## src/rtl/ebs_pkg.sv

```systemverilog
package ebs_pkg;

  localparam int BYTE_W = 8;
  localparam int LANE_W = 16;
  localparam int DATA_W = 32;

  localparam logic [1:0] SZ_BYTE = 2'b00;
  localparam logic [1:0] SZ_WORD = 2'b01;
  localparam logic [1:0] SZ_LONG = 2'b10;
  localparam logic [1:0] SZ_RSV  = 2'b11;

  typedef enum logic [1:0] {
    ST_IDLE = 2'b00,
    ST_BUS  = 2'b01,
    ST_RESP = 2'b10
  } seq_state_e;

  // number of external cycles for one request
  function automatic logic [2:0] cycle_count(input logic wide, input logic [1:0] sz);
    logic [2:0] n;
    if (wide) n = (sz == SZ_LONG) ? 3'd2 : 3'd1;
    else      n = (sz == SZ_LONG) ? 3'd4 : (sz == SZ_WORD) ? 3'd2 : 3'd1;
    return n;
  endfunction

  // whole request length in bytes
  function automatic logic [2:0] byte_count(input logic [1:0] sz);
    return (sz == SZ_LONG) ? 3'd4 : (sz == SZ_WORD) ? 3'd2 : 3'd1;
  endfunction

endpackage

```

## src/rtl/ebs_lane_map.sv

```systemverilog
module ebs_lane_map
  import ebs_pkg::*;
#(
  parameter int AW = 24
) (
  input  logic              clk,
  input  logic              rst_n,
  input  logic              active,
  input  logic              wide,
  input  logic [1:0]        size,
  input  logic              write,
  input  logic [AW-1:0]     base_addr,
  input  logic [DATA_W-1:0] wdata,
  input  logic [1:0]        idx,
  input  logic [LANE_W-1:0] bus_rdata,
  output logic [AW-1:0]     bus_addr,
  output logic              bus_ub_n,
  output logic              bus_lb_n,
  output logic [LANE_W-1:0] bus_wdata,
  output logic [LANE_W-1:0] chunk
);

  logic              word_cyc;
  logic              low_lane;
  logic [AW-1:0]     offset;
  logic [2:0]        pos3;
  logic [1:0]        byte_pos;
  logic [BYTE_W-1:0] wbyte;
  logic [LANE_W-1:0] wword;

  assign word_cyc = wide && (size != SZ_BYTE);
  assign low_lane = wide && (size == SZ_BYTE) && base_addr[0];

  always_comb begin
    offset = '0;
    offset[2:0] = word_cyc ? {idx, 1'b0} : {1'b0, idx};
  end

  assign bus_addr = base_addr + offset;

  // byte picked MSB-first out of the request
  assign pos3     = byte_count(size) - 3'd1 - {1'b0, idx};
  assign byte_pos = pos3[1:0];
  assign wbyte    = wdata[{byte_pos, 3'b000} +: BYTE_W];
  assign wword    = ((size == SZ_LONG) && !idx[0]) ? wdata[31:16] : wdata[15:0];

  always_comb begin
    bus_ub_n  = 1'b1;
    bus_lb_n  = 1'b1;
    bus_wdata = '0;
    if (active) begin
      if (word_cyc) begin
        bus_ub_n = 1'b0;
        bus_lb_n = 1'b0;
      end else if (low_lane) begin
        bus_lb_n = 1'b0;
      end else begin
        bus_ub_n = 1'b0;
      end
      if (write) begin
        if (word_cyc)      bus_wdata = wword;
        else if (low_lane) bus_wdata = {8'h00, wbyte};
        else               bus_wdata = {wbyte, 8'h00};
      end
    end
  end

  always_comb begin
    if (word_cyc)      chunk = bus_rdata;
    else if (low_lane) chunk = {8'h00, bus_rdata[7:0]};
    else               chunk = {8'h00, bus_rdata[15:8]};
  end

  AST_NARROW_UPPER: assert property (@(posedge clk) disable iff (!rst_n)
    active && !wide |-> !bus_ub_n && bus_lb_n);
  AST_BYTE_ONE_LANE: assert property (@(posedge clk) disable iff (!rst_n)
    active && (size == SZ_BYTE) |-> $countones({bus_ub_n, bus_lb_n}) == 1);
  AST_IDLE_STROBES: assert property (@(posedge clk) disable iff (!rst_n)
    !active |-> bus_ub_n && bus_lb_n);

endmodule

```

## src/rtl/ebs_seq.sv

```systemverilog
module ebs_seq
  import ebs_pkg::*;
#(
  parameter int AW = 24
) (
  input  logic              clk,
  input  logic              rst_n,
  input  logic              req_valid,
  input  logic              req_write,
  input  logic [1:0]        req_size,
  input  logic [AW-1:0]     req_addr,
  input  logic [DATA_W-1:0] req_wdata,
  input  logic              region_16,
  input  logic              bus_ack,
  input  logic [LANE_W-1:0] chunk,
  output logic              req_ready,
  output logic              rsp_valid,
  output logic              rsp_err,
  output logic [DATA_W-1:0] rsp_rdata,
  output logic              act,
  output logic              lat_wide,
  output logic              lat_write,
  output logic [1:0]        lat_size,
  output logic [AW-1:0]     lat_addr,
  output logic [DATA_W-1:0] lat_wdata,
  output logic [1:0]        idx
);

  seq_state_e        state_q, state_d;
  logic [1:0]        idx_q, idx_d;
  logic [DATA_W-1:0] acc_q, acc_d;
  logic              err_q, err_d;
  logic              load;
  logic              accept;
  logic              misalign;
  logic              last;
  logic [2:0]        ncyc;

  assign accept   = req_valid && (state_q == ST_IDLE);
  assign misalign = (req_size == SZ_RSV) || ((req_size != SZ_BYTE) && req_addr[0]);
  assign ncyc     = cycle_count(lat_wide, lat_size);
  assign last     = ({1'b0, idx_q} == (ncyc - 3'd1));

  always_comb begin
    state_d = state_q;
    idx_d   = idx_q;
    acc_d   = acc_q;
    err_d   = err_q;
    load    = 1'b0;
    case (state_q)
      ST_IDLE: begin
        if (accept) begin
          load    = 1'b1;
          idx_d   = '0;
          acc_d   = '0;
          err_d   = misalign;
          state_d = misalign ? ST_RESP : ST_BUS;
        end
      end
      ST_BUS: begin
        if (bus_ack) begin
          if (!lat_write) begin
            if (lat_wide && (lat_size != SZ_BYTE)) acc_d = {acc_q[15:0], chunk};
            else                                   acc_d = {acc_q[23:0], chunk[7:0]};
          end
          if (last) state_d = ST_RESP;
          else      idx_d   = idx_q + 2'd1;
        end
      end
      ST_RESP: state_d = ST_IDLE;
      default: state_d = ST_IDLE;
    endcase
  end

  always_ff @(posedge clk or negedge rst_n) begin
    if (!rst_n) begin
      state_q <= ST_IDLE;
      idx_q   <= '0;
      acc_q   <= '0;
      err_q   <= 1'b0;
    end else begin
      state_q <= state_d;
      idx_q   <= idx_d;
      acc_q   <= acc_d;
      err_q   <= err_d;
    end
  end

  always_ff @(posedge clk or negedge rst_n) begin
    if (!rst_n) begin
      lat_wide  <= 1'b0;
      lat_write <= 1'b0;
      lat_size  <= SZ_BYTE;
      lat_addr  <= '0;
      lat_wdata <= '0;
    end else if (load) begin
      lat_wide  <= region_16;
      lat_write <= req_write;
      lat_size  <= req_size;
      lat_addr  <= req_addr;
      lat_wdata <= req_wdata;
    end
  end

  assign req_ready = (state_q == ST_IDLE);
  assign rsp_valid = (state_q == ST_RESP);
  assign rsp_err   = rsp_valid && err_q;
  assign rsp_rdata = acc_q;
  assign act       = (state_q == ST_BUS);
  assign idx       = idx_q;

  AST_ERR_SKIPS_BUS: assert property (@(posedge clk) disable iff (!rst_n)
    accept && misalign |=> rsp_valid && rsp_err && !act);
  AST_RSP_SINGLE: assert property (@(posedge clk) disable iff (!rst_n)
    rsp_valid |=> !rsp_valid && req_ready);
  AST_READY_IDLE: assert property (@(posedge clk) disable iff (!rst_n)
    req_ready |-> !act && !rsp_valid);
  AST_IDX_BOUND: assert property (@(posedge clk) disable iff (!rst_n)
    act |-> ({1'b0, idx_q} < ncyc));

endmodule

```

## src/rtl/ext_bus_sizer.sv

```systemverilog
module ext_bus_sizer
  import ebs_pkg::*;
#(
  parameter int AW = 24
) (
  input  logic              clk,
  input  logic              rst_n,
  input  logic              req_valid,
  output logic              req_ready,
  input  logic              req_write,
  input  logic [1:0]        req_size,
  input  logic [AW-1:0]     req_addr,
  input  logic [31:0]       req_wdata,
  input  logic              region_16,
  output logic              rsp_valid,
  output logic              rsp_err,
  output logic [31:0]       rsp_rdata,
  output logic              bus_cyc,
  output logic              bus_we,
  output logic [AW-1:0]     bus_addr,
  output logic              bus_ub_n,
  output logic              bus_lb_n,
  output logic [15:0]       bus_wdata,
  input  logic [15:0]       bus_rdata,
  input  logic              bus_ack
);

  logic              act;
  logic              lat_wide;
  logic              lat_write;
  logic [1:0]        lat_size;
  logic [AW-1:0]     lat_addr;
  logic [DATA_W-1:0] lat_wdata;
  logic [1:0]        idx;
  logic [LANE_W-1:0] chunk;

  ebs_seq #(.AW(AW)) seq_i (
    .clk       (clk),
    .rst_n     (rst_n),
    .req_valid (req_valid),
    .req_write (req_write),
    .req_size  (req_size),
    .req_addr  (req_addr),
    .req_wdata (req_wdata),
    .region_16 (region_16),
    .bus_ack   (bus_ack),
    .chunk     (chunk),
    .req_ready (req_ready),
    .rsp_valid (rsp_valid),
    .rsp_err   (rsp_err),
    .rsp_rdata (rsp_rdata),
    .act       (act),
    .lat_wide  (lat_wide),
    .lat_write (lat_write),
    .lat_size  (lat_size),
    .lat_addr  (lat_addr),
    .lat_wdata (lat_wdata),
    .idx       (idx)
  );

  ebs_lane_map #(.AW(AW)) lane_i (
    .clk       (clk),
    .rst_n     (rst_n),
    .active    (act),
    .wide      (lat_wide),
    .size      (lat_size),
    .write     (lat_write),
    .base_addr (lat_addr),
    .wdata     (lat_wdata),
    .idx       (idx),
    .bus_rdata (bus_rdata),
    .bus_addr  (bus_addr),
    .bus_ub_n  (bus_ub_n),
    .bus_lb_n  (bus_lb_n),
    .bus_wdata (bus_wdata),
    .chunk     (chunk)
  );

  assign bus_cyc = act;
  assign bus_we  = act && lat_write;

  AST_HOLD_UNTIL_ACK: assert property (@(posedge clk) disable iff (!rst_n)
    bus_cyc && !bus_ack |=> bus_cyc && $stable(bus_addr) && $stable(bus_ub_n)
      && $stable(bus_lb_n) && $stable(bus_wdata) && $stable(bus_we));
  AST_NO_CYC_WHEN_READY: assert property (@(posedge clk) disable iff (!rst_n)
    req_ready |-> !bus_cyc && bus_ub_n && bus_lb_n);

endmodule

```

## config.mk

```make
export PLATFORM = sky130hd
export DESIGN_NAME = ext_bus_sizer
export DESIGN_NICKNAME = d
export VERILOG_FILES = /design/src/rtl/ebs_pkg.sv /design/src/rtl/ebs_lane_map.sv /design/src/rtl/ebs_seq.sv /design/src/rtl/ext_bus_sizer.sv
export SDC_FILE = /design/constraint.sdc
export NUM_CORES = 1
export LEC_CHECK = 0
export ABC_AREA = 0
export CORE_MARGIN = 1
export CORE_UTILIZATION = 25
export DETAILED_ROUTE_END_ITERATION = 10
export MAX_ROUTING_LAYER = met4
export PLACE_DENSITY = 0.45
export SLEW_MARGIN = 20
export SYNTH_ARGS = -nofsm -noshare
export SYNTH_HDL_FRONTEND = slang
export SYNTH_SLANG_ARGS = --single-unit
export TNS_END_PERCENT = 1
```

## constraint.sdc

```tcl
create_clock -name clk -period 7.6 [get_ports clk]
set_input_delay 1.52 -clock clk [delete_from_list [all_inputs] [get_ports clk]]
set_output_delay 1.52 -clock clk [all_outputs]
set_load 0.1 [all_outputs]
```

# Word-level counts from Yosys, hierarchy flattened
# Index checks and enable logic that the tools add are counted.
dict set report word_totals {
  latch_bits 0
  ram_bits 0
  input_bits 80
  output_inout_bits 79
  romBits 0
  wordCells 79
  ff_bits 97
  memories 0
}
dict set report op_classes {
  eq_ne 11
  n_bitwise 0
  multipliers 0
  n_lt_le_gt_ge 0
  n_shift 1
  add_sub_neg 5
  n_mux 34
  div 0
  n_reduce_logical 19
}
# cell n
set ops {}
lappend ops {{32-bit two-way mux} 4}
lappend ops {{16-bit two-way mux} 6}
lappend ops {{32-bit one-hot mux with 2 select lines} 1}
lappend ops {{32-bit by 6-bit variable part select with 8-bit output} 1}
lappend ops {{24-bit by 3-bit adder with 24-bit output} 1}
lappend ops {{2-bit two-way mux} 9}
lappend ops {{3-bit two-way mux} 3}
lappend ops {{1-bit logical AND} 8}
lappend ops {{1-bit two-way mux} 8}
lappend ops {{8-bit two-way mux} 1}
lappend ops {{2-bit one-hot mux with 2 select lines} 2}
lappend ops {{4-bit AND reduction} 2}
lappend ops {{2-bit equality test (second input constant)} 3}
lappend ops {{2-bit inequality test (second input constant)} 3}
lappend ops {{2-bit nonzero test} 3}
lappend ops {{2-bit by 1-bit equality test with 1-bit output (second input constant)} 2}
lappend ops {{2-bit zero test} 2}
lappend ops {{2-bit by 1-bit inequality test with 1-bit output (second input constant)} 2}
lappend ops {{2-bit by 3-bit equality test with 1-bit output} 1}
lappend ops {{3-bit AND reduction} 1}
lappend ops {{3-bit by 1-bit subtractor with 3-bit output (second input constant)} 1}
lappend ops {{2-bit by 1-bit adder with 2-bit output (second input constant)} 1}
lappend ops {{2-bit AND reduction} 1}
lappend ops {{2-bit by 1-bit subtractor with 2-bit output (second input constant)} 1}
lappend ops {{other kinds (3)} 3}

# Depth between registers and ports, before layout
# Gate-level depths: netlist of run 1.
dict set report depth {
  ltp_word 10
  ltp_mapped 13
  ltp_nobuf 10
}

# By module
# Synthesis of run 1 repeated with hierarchy kept, for this count alone.
dict set report unflattened {
  cells_unflattened 624
  hier_area_um2 5728.0
}
# mod cells_per_inst n_inst seq_area_each_um2 area_each_um2
set modules_own_cells {}
lappend modules_own_cells {ebs_seq 452 1 2427.3 4355.4}
lappend modules_own_cells {ebs_lane_map 171 1 0.0 1366.3}
lappend modules_own_cells {ext_bus_sizer 1 1 0.0 6.3}

# Worst setup path after synthesis of run 1
# OpenSTA, ideal clock, no wires.
dict set report synth_path {
  path_type {register to output}
  start {register seq_i.state_q[1]}
  end {output port bus_wdata[7]}
  stages_incl_launch_ff 6
  arrival_ns 4.711
  slack_ns 1.369
  cell_sequence {dfrtp_1 > nand2b_1 > nor2_1 > nand2_1 > clkbuf_1 > o21ai_0}
}
dict set report synth_via {
  elab_chain_cells 2
}
# item line_no
set synth_rtl {}
lappend synth_rtl {{start: declaration} ebs_seq.sv:29} ;# seq_state_e state_q, state_d;
lappend synth_rtl {{start signal: assignment} ebs_seq.sv:82} ;# state_q <= state_d;
lappend synth_rtl {{2-bit by 1-bit equality test with 1-bit output} ebs_seq.sv:109} ;# assign act = (state_q == ST_BUS);
lappend synth_rtl {{16-bit two-way mux} ebs_lane_map.sv:51} ;# if (active) begin
lappend synth_rtl {{end: declaration} ext_bus_sizer.sv:23} ;# output logic [15:0] bus_wdata,
# Every way passes these cells.

# Final worst setup path of run 1
dict set report layout_path {
  start {register seq_i.lat_size[0]}
  end {output port bus_addr[22]}
}
dict set report layout_via {
  elab_chain_cells 4
}
# item line_no
set layout_rtl {}
lappend layout_rtl {{start: declaration} ebs_seq.sv:23} ;# output logic [1:0] lat_size,
lappend layout_rtl {{start signal: assignment} ebs_seq.sv:99} ;# lat_size <= req_size;
lappend layout_rtl {{2-bit nonzero test} ebs_lane_map.sv:31} ;# assign word_cyc = wide && (size != SZ_BYTE);
lappend layout_rtl {{1-bit logical AND} ebs_lane_map.sv:31}
lappend layout_rtl {{3-bit two-way mux} ebs_lane_map.sv:36} ;# offset[2:0] = word_cyc ? {idx, 1'b0} : {1'b0, idx};
lappend layout_rtl {{24-bit by 3-bit adder with 24-bit output} ebs_lane_map.sv:39} ;# assign bus_addr = base_addr + offset;
lappend layout_rtl {{end: declaration} ext_bus_sizer.sv:20} ;# output logic [AW-1:0] bus_addr,
# Every way passes these cells.

==> results of run 1 <==
final timing paths:
check                               startpoint                   to  cells after the start  slack, ns
max                          seq_i.lat_size[0]         bus_addr[22]                     12       1.88
min                        seq_i.rsp_rdata[25]  seq_i.rsp_rdata[25]                      2       0.49
max reg2reg                  seq_i.lat_size[0]     seq_i.state_q[1]                      7       5.38
min reg2reg                seq_i.rsp_rdata[25]  seq_i.rsp_rdata[25]                      2       0.49
max in group asynchronous                rst_n  seq_i.rsp_rdata[10]                      2       5.25
min in group asynchronous                rst_n   seq_i.lat_wdata[7]                      1       1.18
critical path, delay by kind of cell, from the launching register on:
family,cells,cell delay (ns)
DFF,1,0.38
and+or+nand+nor,4,1.05
AOI/OAI and AO/OA,1,0.07
adders and majority gates,3,0.64
xor gates and xnor gates,1,0.19
buffers and inverters,3,1.50
layer usage:
layer / track usage [%] / vias to the layer above / share of wire, %
met2: 24.74 / 88 / 51
met3: 3.673 / 8 / 4.8
li1: - / 1972 / -
met5: - / - / 0
met1: 18.02 / 2014 / 43
met4: 3.093 / 0 / 0.89
registers in the layout, summed over array words and instances (netlist names):
name / count
seq_i.lat_wdata: 32
seq_i.rsp_rdata: 32
seq_i.lat_addr: 24
seq_i.idx: 2
seq_i.lat_size: 2
seq_i.state_q: 2
seq_i.err_q: 1
seq_i.lat_wide: 1
seq_i.lat_write: 1
final cells by class:
| class | instances | area [µm²] | share of cell area, % |
|---|---|---|---|
| clock buffer | 9 | 225.2 | 3.018 |
| clock inverter | 7 | 76.32 | 1.023 |
| inverter | 10 | 37.54 | 0.5030 |
| multi-input combinational | 330 | 2726 | 36.54 |
| sequential | 97 | 2427 | 32.53 |
| tap | 270 | 337.8 | 4.527 |
| timing repair buffer | 165 | 1632 | 21.86 |
cells by family (layout without fill, tap and decap cells):
logic type	after synthesis	in the layout
fa+ha+maj	10	10
xor+xnor	25	25
buf+inv	40	191
flops	97	97
mux	115	115
compound gates	68	68
simple gates	112	112
placed cells by master, fill, tap and decap left out, drive strengths merged, types with 2 or more instances in the layout:
master / instances
clkdlybuf4s50: 157
dfrtp: 97
nand2: 59
mux2: 58
mux2i: 49
o31ai: 34
xnor2: 22
o21ai: 16
inv: 13
nand4: 10
o2bb2ai: 9
clkbuf: 9
nand3: 8
nor2: 8
ha: 8
buf: 8
mux4: 8
and2: 5
nor2b: 5
a21oi: 4
nor3: 4
nand2b: 4
and4: 2
and3: 2
xor2: 2
clkinvlp: 2
nor4: 2
a21o: 2
per-stage QoR:
step | hold WS, ns | cells
after floorplan | 0.4721 | 467
after global placement | 0.4682 | 872
after CTS | 0.4983 | 888
final | 0.4861 | 888
after global routing | 0.5273 | 888
after detailed placement | 0.4825 | 872
==> metrics.txt, run 1 <==
largest family of logic cells by synthesized area=multiplexers; slowest CP cell=clkdlybuf4s50_1; Tcrit/Tclk final=75.30%; P&R area growth vs syn=40.36%; global-route wire length before repair=24130 µm; Top FF cell, synth=dfrtp_1; Core Util, Final=36.30%; DRC viols=0; unrepaired setup endpoints after global routing=false; CP required=6.08 ns; # setup viols final=0; Yosys reg bits=97; Post-synth top cells=dfrtp_1, nand2_1, mux2_2, mux2i_1, o31ai_1; final setup TNS=0 ns; final hold violation count=0; worst-path maximum fanout=26; Initial Utilization=25.86%; Placeable Area=20560 µm²; max cap viols=0; vias in the first global route=4258; fraction of layout cells with a size suffix above 1=15.86%; mux cell area share after synthesis=25.04%; HPWL after DPL=11030 µm; CP Capture Type=output port; Worst Max-Slew Pin Slew=1.034 ns; FMAX=174.7 MHz; Remaining Overflow, GRT=0; die area=21850 µm²; remaining antenna violation count after routing=0; port bufs=158; area leader, netlist=dfrtp_1; DP Area=7154 µm²; final instance area=7462 µm²; drt first-iter violations=282; largest net degree at the start of global routing=67; post-synth net total=556; area share of the largest cell type after synthesis=45.66%; Top cell by count, worst path=ha_1; CP Class=register to output port; CTS sink count=97; CTS Hold Buffers Added=0; TritonCTS clock tree=built; Post-CTS Resized=0; GRT Total Usage=14.80%; detailed-route via count=4082; WL/cell=17.04 µm; synth top area cells=dfrtp_1, mux2_2, mux2i_1; Syn Inst Count=467; Post-synth ARST share=100.0%; post-DR vias/cell=4.597; Synth Area in Compound Gates=8.967%; Rows=52; cell with the most instances after synthesis=dfrtp_1; max-slew violations=0; Critical Path AT=4.20 ns; syn avg cell area=11.38 µm²; Distinct cells, synth=41; slowest stage delay, CP=1.15 ns; Die X=147.8 µm; number of synthesized flops with an enable pin=0; Diodes inserted=0; postcts setup bufs=0; XOR/XNOR Fraction of Synth Area=4.401%; Post-Synth Adder-Cell Area=2.448%; fin worst setup slack=1.878 ns; H-tree levels=3; 1st-pass router iterations=4; I/O pins=159; pre-CTS setup slack=2.181 ns; worst skew pair latency=0.35 ns; skew final=0.01169 ns; maximum clock path buffer count=2; Synth Cell Area=5316 µm²; status=finished, final reports clean; CTS Buf Count=9; Nets=702; worst min path class=register to register; CP Cell Sequence=inv_1, ha_1, nor2b_4, buf_4, nor2_1, ha_1, fa_1, a21oi_1, nor2b_1, nand4_1, xnor2_1, clkdlybuf4s50_1; Die Height=147.8 µm; Clk pin slew, worst setup/hold paths=0.07 ns; Total Wirelength=15140 µm; sequential area share after synthesis=45.66%; startpoint types=register; post-synthesis simple-gate area fraction=10.07%; Syn. warnings=0; Final min period=5.723 ns; worst rel slew slack=30.82%; initial antenna violation count=0; placer congestion estimate=0.7746; Fillers=2093; CTS root buf=clkbuf_16
Power of run 1 is not shown: default switching activity piles up to over one toggle a cycle in this logic, so the estimate is an artifact.
==> inputs of run 2 (changes only) <==
Clock period 7.6 ns to 5.7 ns, I/O delays scaled along.
==> run 2 against run 1 <==
  * Cell area fell by 0.15%
  * Via count is essentially flat
  * Critical path depth down 1
  * Die area unchanged
  * Register-to-register slack got worse by 1.9 ns
  * Global-route usage rose by 0.091 points
  * Utilization fell by 0.055 points
  * Cell count down 0.23%
  * Non-clock buffer count did not move
  * Worst setup slack worse by 0.37 ns
  * Worst hold slack better by 0.0015 ns
  * Sequential share of layout area about the same
==> metrics.txt, run 2 (same netlist as run 1, synthesis figures left out) <==
status=finished, final reports clean (unchanged); Multi-input gate area=2728 µm² (was 2726 µm²); global-route wire length before repair=24070 µm (was 24130 µm); P&R area growth vs syn=40.15% (was 40.36%); CTS Buf Count=9 (unchanged); post-DR vias/cell=4.603 (was 4.597); startpoint types=register (unchanged); detailed-route via count=4078 (was 4082); # setup viols final=0 (unchanged); postcts setup bufs=0 (unchanged); drt first-iter violations=188 (was 282); worst rel slew slack=31.23% (was 30.82%); most frequent cells in the layout=clkdlybuf4s50_1, dfrtp_1, nand2_1 (unchanged); final instance area=7451 µm² (was 7462 µm²); unrepaired setup endpoints after global routing=false (unchanged); Tcrit/Tclk final=73.61%; Rows=52 (unchanged); CTS sink count=97 (unchanged); Placeable Area=20560 µm² (unchanged); CTS root buf=clkbuf_16 (unchanged); final setup TNS=0 ns (unchanged); port bufs=158 (unchanged); largest net degree at the start of global routing=65 (was 67); CP Class=register to output port (unchanged); Nets=702 (unchanged); H-tree levels=3 (unchanged); Worst Max-Slew Pin Slew=1.028 ns (was 1.034 ns); I/O pins=159 (unchanged); Initial Utilization=25.86% (unchanged); CP required=4.56 ns (was 6.08 ns); CTS Hold Buffers Added=0 (unchanged); die area=21850 µm² (unchanged); remaining antenna violation count after routing=0 (unchanged); GRT met3 Usage=2.284% (was 3.673%); HPWL after DPL=11100 µm (was 11030 µm); GRT busiest layer=met2 (unchanged); r2r worst-path depth=7 (unchanged); worst min path class=register to register (unchanged); M1 GR Usage=19.04% (was 18.02%); fraction of layout cells with a size suffix above 1=21.75% (was 15.86%); commonest non-fill, non-tap cell in the layout=clkdlybuf4s50_1 (unchanged); max cap viols=0 (unchanged); Die Height=147.8 µm (unchanged); GRT met2 Usage=24.25% (was 24.74%); fin cells=886 (was 888); FMAX=238.4 MHz; Post-CTS Resized=0 (unchanged); Clk pin slew, worst setup/hold paths=0.06 ns (was 0.07 ns); maximum clock path buffer count=2 (unchanged); CP Capture Type=output port (unchanged); Diodes inserted=0 (unchanged); DRC viols=0 (unchanged); WL/cell=17.37 µm (was 17.04 µm); DP Area=7182 µm² (was 7154 µm²); Final min period=4.196 ns; vias in the first global route=4250 (was 4258); register area=2427 µm² (unchanged); final hold violation count=0 (unchanged); worst-path maximum fanout=10 (was 26); GRT Total Usage=14.89% (was 14.80%); Total Wirelength=15390 µm (was 15140 µm); worst skew pair latency=0.34 ns (was 0.35 ns); TritonCTS clock tree=built (unchanged); placer congestion estimate=0.7727 (was 0.7746); Remaining Overflow, GRT=0 (unchanged); max-slew violations=0 (unchanged); 1st-pass router iterations=4 (unchanged); Critical Path AT=3.06 ns (was 4.20 ns); initial antenna violation count=0 (unchanged); skew final=0.006685 ns (was 0.01169 ns); WHS Path Cells=2 (unchanged); Fillers=2076 (was 2093); Die X=147.8 µm (unchanged); dpl cells=872 (unchanged)
[run 2: path summary, 6_finish.rpt]
check,slack [ns],end,start
max in group asynchronous,3.75,seq_i.rsp_rdata[5],rst_n
worst min register to register,0.49,seq_i.rsp_rdata[25],seq_i.rsp_rdata[25]
worst max-delay path,1.50,bus_addr[18],seq_i.lat_size[0]
min in group asynchronous,0.82,seq_i.lat_addr[10],rst_n
worst max register to register,3.48,seq_i.state_q[1],seq_i.lat_size[0]
worst min-delay path,0.49,seq_i.rsp_rdata[25],seq_i.rsp_rdata[25]
[run 2: critical path, cell delays in order (launching register included)]
cell,delay [ns]
dfrtp_1,0.39
inv_1,0.09
ha_1,0.23
nor2b_4,0.07
nor2_1,0.09
ha_1,0.20
fa_1,0.22
a21oi_1,0.08
nor2b_1,0.65
nand4_1,0.21
xnor2_1,0.18
buf_4,0.31
[run 2: area by class of cell]
| type | count | share of cell area, % |
|---|---|---|
| repair buffers | 165 | 22.27 |
| clock buffers | 11 | 3.258 |
| multi-input cells | 330 | 36.61 |
| flip-flops and latches | 97 | 32.58 |
| clock inverters | 3 | 0.2519 |
| well taps | 270 | 4.534 |
| inverters | 10 | 0.5038 |
[run 2: metrics by stage]
stage | utilization (%) | hold slack, ns | setup slack [ns]
5_1_grt | 36.24 | 0.5166 | 1.118
3_5_place_dp | 34.93 | 0.4823 | 1.798
6_report | 36.24 | 0.4877 | 1.504
4_1_cts | 36.20 | 0.4971 | 1.428
3_3_place_gp | 34.93 | 0.4690 | 1.887
2_1_floorplan | - | 0.4721 | 0.05000
[run 2: metal layers]
metal / vias up / share of wire (%)
met5: - / 0
met4: 0 / 1.2
met3: 12 / 4.1
met2: 91 / 51
met1: 2002 / 44
li1: 1973 / -
Power of run 2 is left out for the same reason.
==> inputs of run 3 (changes only) <==
Clock period 5.7 ns to 4 ns, I/O delays scaled along.
==> run 3 against run 2 <==
  * Register-to-register slack worse by 1.7 ns
  * Clock skew up 0.0040 ns
  * Wire length rose by 0.57%
  * Clock-buffer cell count is 1 higher
  * Critical endpoint is now bus_addr[23]
==> metrics.txt, run 3 (same netlist as run 1, synthesis figures left out) <==
status=finished, final reports clean (unchanged); maximum clock path buffer count=2 (unchanged); final hold violation count=0 (unchanged); Die Height=147.8 µm (unchanged); FMAX=270.5 MHz; P&R area growth vs syn=49.82% (was 40.15%); unrepaired setup endpoints after global routing=false (unchanged); I/O pins=159 (unchanged); GRT Total Usage=15.22% (was 14.89%); CTS Buf Count=9 (unchanged); remaining antenna violation count after routing=0 (unchanged); CP Class=register to output port (unchanged); CP required=3.20 ns (was 4.56 ns); skew final=0.01066 ns (was 0.006685 ns); drt first-iter violations=228 (was 188); DRC viols=0 (unchanged); Critical Path AT=2.90 ns (was 3.06 ns); H-tree levels=3 (unchanged); worst skew pair latency=0.35 ns (was 0.34 ns); fin cells=889 (was 886); WL/cell=17.41 µm (was 17.37 µm); WHS=0.4633 ns (was 0.4877 ns); max cap viols=0 (unchanged); Placeable Area=20560 µm² (unchanged); post-DR vias/cell=4.615 (was 4.603); Total Wirelength=15480 µm (was 15390 µm); CTS Hold Buffers Added=0 (unchanged); global-route wire length before repair=24590 µm (was 24070 µm); worst min path class=primary input to asynchronous set/reset pin (was register to register); initial antenna violation count=0 (unchanged); Clk pin slew, worst setup/hold paths=0.07 ns (was 0.06 ns); HPWL after DPL=11200 µm (was 11100 µm); worst-path maximum fanout=11 (was 10); placer congestion estimate=0.7605 (was 0.7727); register area=2427 µm² (unchanged); Rows=52 (unchanged); Fillers=1989 (was 2076); 1st-pass router iterations=4 (unchanged); CTS root buf=clkbuf_16 (unchanged); Worst Max-Slew Pin Slew=1.033 ns (was 1.028 ns); Die X=147.8 µm (unchanged); Tcrit/Tclk final=92.41%; startpoint types=register (unchanged); Initial Utilization=25.86% (unchanged); Nets=704 (was 702); Final min period=3.697 ns; dpl cells=874 (was 872); CP Capture Type=output port (unchanged); max-slew violations=0 (unchanged); Remaining Overflow, GRT=0 (unchanged); detailed-route via count=4103 (was 4078); worst rel slew slack=31.06% (was 31.23%); Multi-input gate area=2873 µm² (was 2728 µm²); CTS sink count=97 (unchanged); die area=21850 µm² (unchanged); most frequent cells in the layout=clkdlybuf4s50_1, dfrtp_1, nand2_1 (unchanged); TritonCTS clock tree=built (unchanged); vias in the first global route=4217 (was 4250); # setup viols final=0 (unchanged); port bufs=158 (unchanged); fraction of layout cells with a size suffix above 1=27.14% (was 21.75%); commonest non-fill, non-tap cell in the layout=clkdlybuf4s50_1 (unchanged); largest net degree at the start of global routing=66 (was 65); Diodes inserted=0 (unchanged)
-- run 3: changes by cell type in the layout (fill, tap and decap cells not counted), moves of 6 or more --
cell             delta
buf_4              -22
o2bb2ai_1           -8
o2bb2ai_2           +8
o21ai_0             -6
o21ai_2             +8
xnor2_1             -9
xnor2_2             +9
clkdlybuf4s50_1     -6
buf_12             +30
-- run 3: worst max-delay path, stage by stage, from the launching register on --
cell and delay [ns]:
dfrtp_1 0.35, inv_1 0.07, ha_1 0.25, nor2b_4 0.15, mux2_2 0.37, ha_1 0.28
a21oi_1 0.07, o21ai_0 0.17, buf_4 0.21, nand4_1 0.16, xnor2_2 0.24, buf_12 0.20
-- run 3: what timing repair did --
item	4_1_cts	5_1_grt
setup buffers	0	0
endpoints found under the setup margin	0	9
gates resized for setup	0	1
-- run 3: layout make-up --
class	instances	share of cell area, %
clock inverter	3	0.2356
inverter	10	0.4713
sequential	97	30.47
tap	270	4.241
clock buffer	12	2.969
timing repair buffer	167	25.54
multi-input combinational	330	36.07
-- run 3: final timing paths --
kind	from	to	slack, ns	cells past startpoint
setup / recovery	seq_i.lat_size[0]	bus_addr[23]	0.30	11
hold / removal	rst_n	seq_i.rsp_rdata[20]	0.46	1
setup reg to reg	seq_i.lat_size[0]	seq_i.state_q[1]	1.78	7
hold reg to reg	seq_i.rsp_rdata[28]	seq_i.rsp_rdata[28]	0.48	2
max in group asynchronous	rst_n	seq_i.lat_wdata[7]	2.80	2
min in group clk	seq_i.rsp_rdata[28]	seq_i.rsp_rdata[28]	0.48	2
-- run 3: per-stage QoR --
| step | utilization, % | setup TNS, ns | instance area (µm²) | setup WS [ns] |
|---|---|---|---|---|
| floorplan | - | -6.825 | 5466 | -0.5079 |
| global placement | 37.49 | 0 | 7707 | 0.5354 |
| detailed placement | 37.49 | 0 | 7707 | 0.4151 |
| CTS | 38.73 | 0 | 7963 | 0.03041 |
| global route | 38.74 | 0 | 7965 | 0.07446 |
| finish | 38.74 | 0 | 7965 | 0.3035 |
-- run 3: per-layer routing --
layer  global-route usage (%)  share of wire [%]
met3                    2.932                5.2
met2                    24.67                 51
met5                        -                  0
met4                    5.361                1.4
met1                    18.87                 43
Power of run 3 is left out for the same reason.
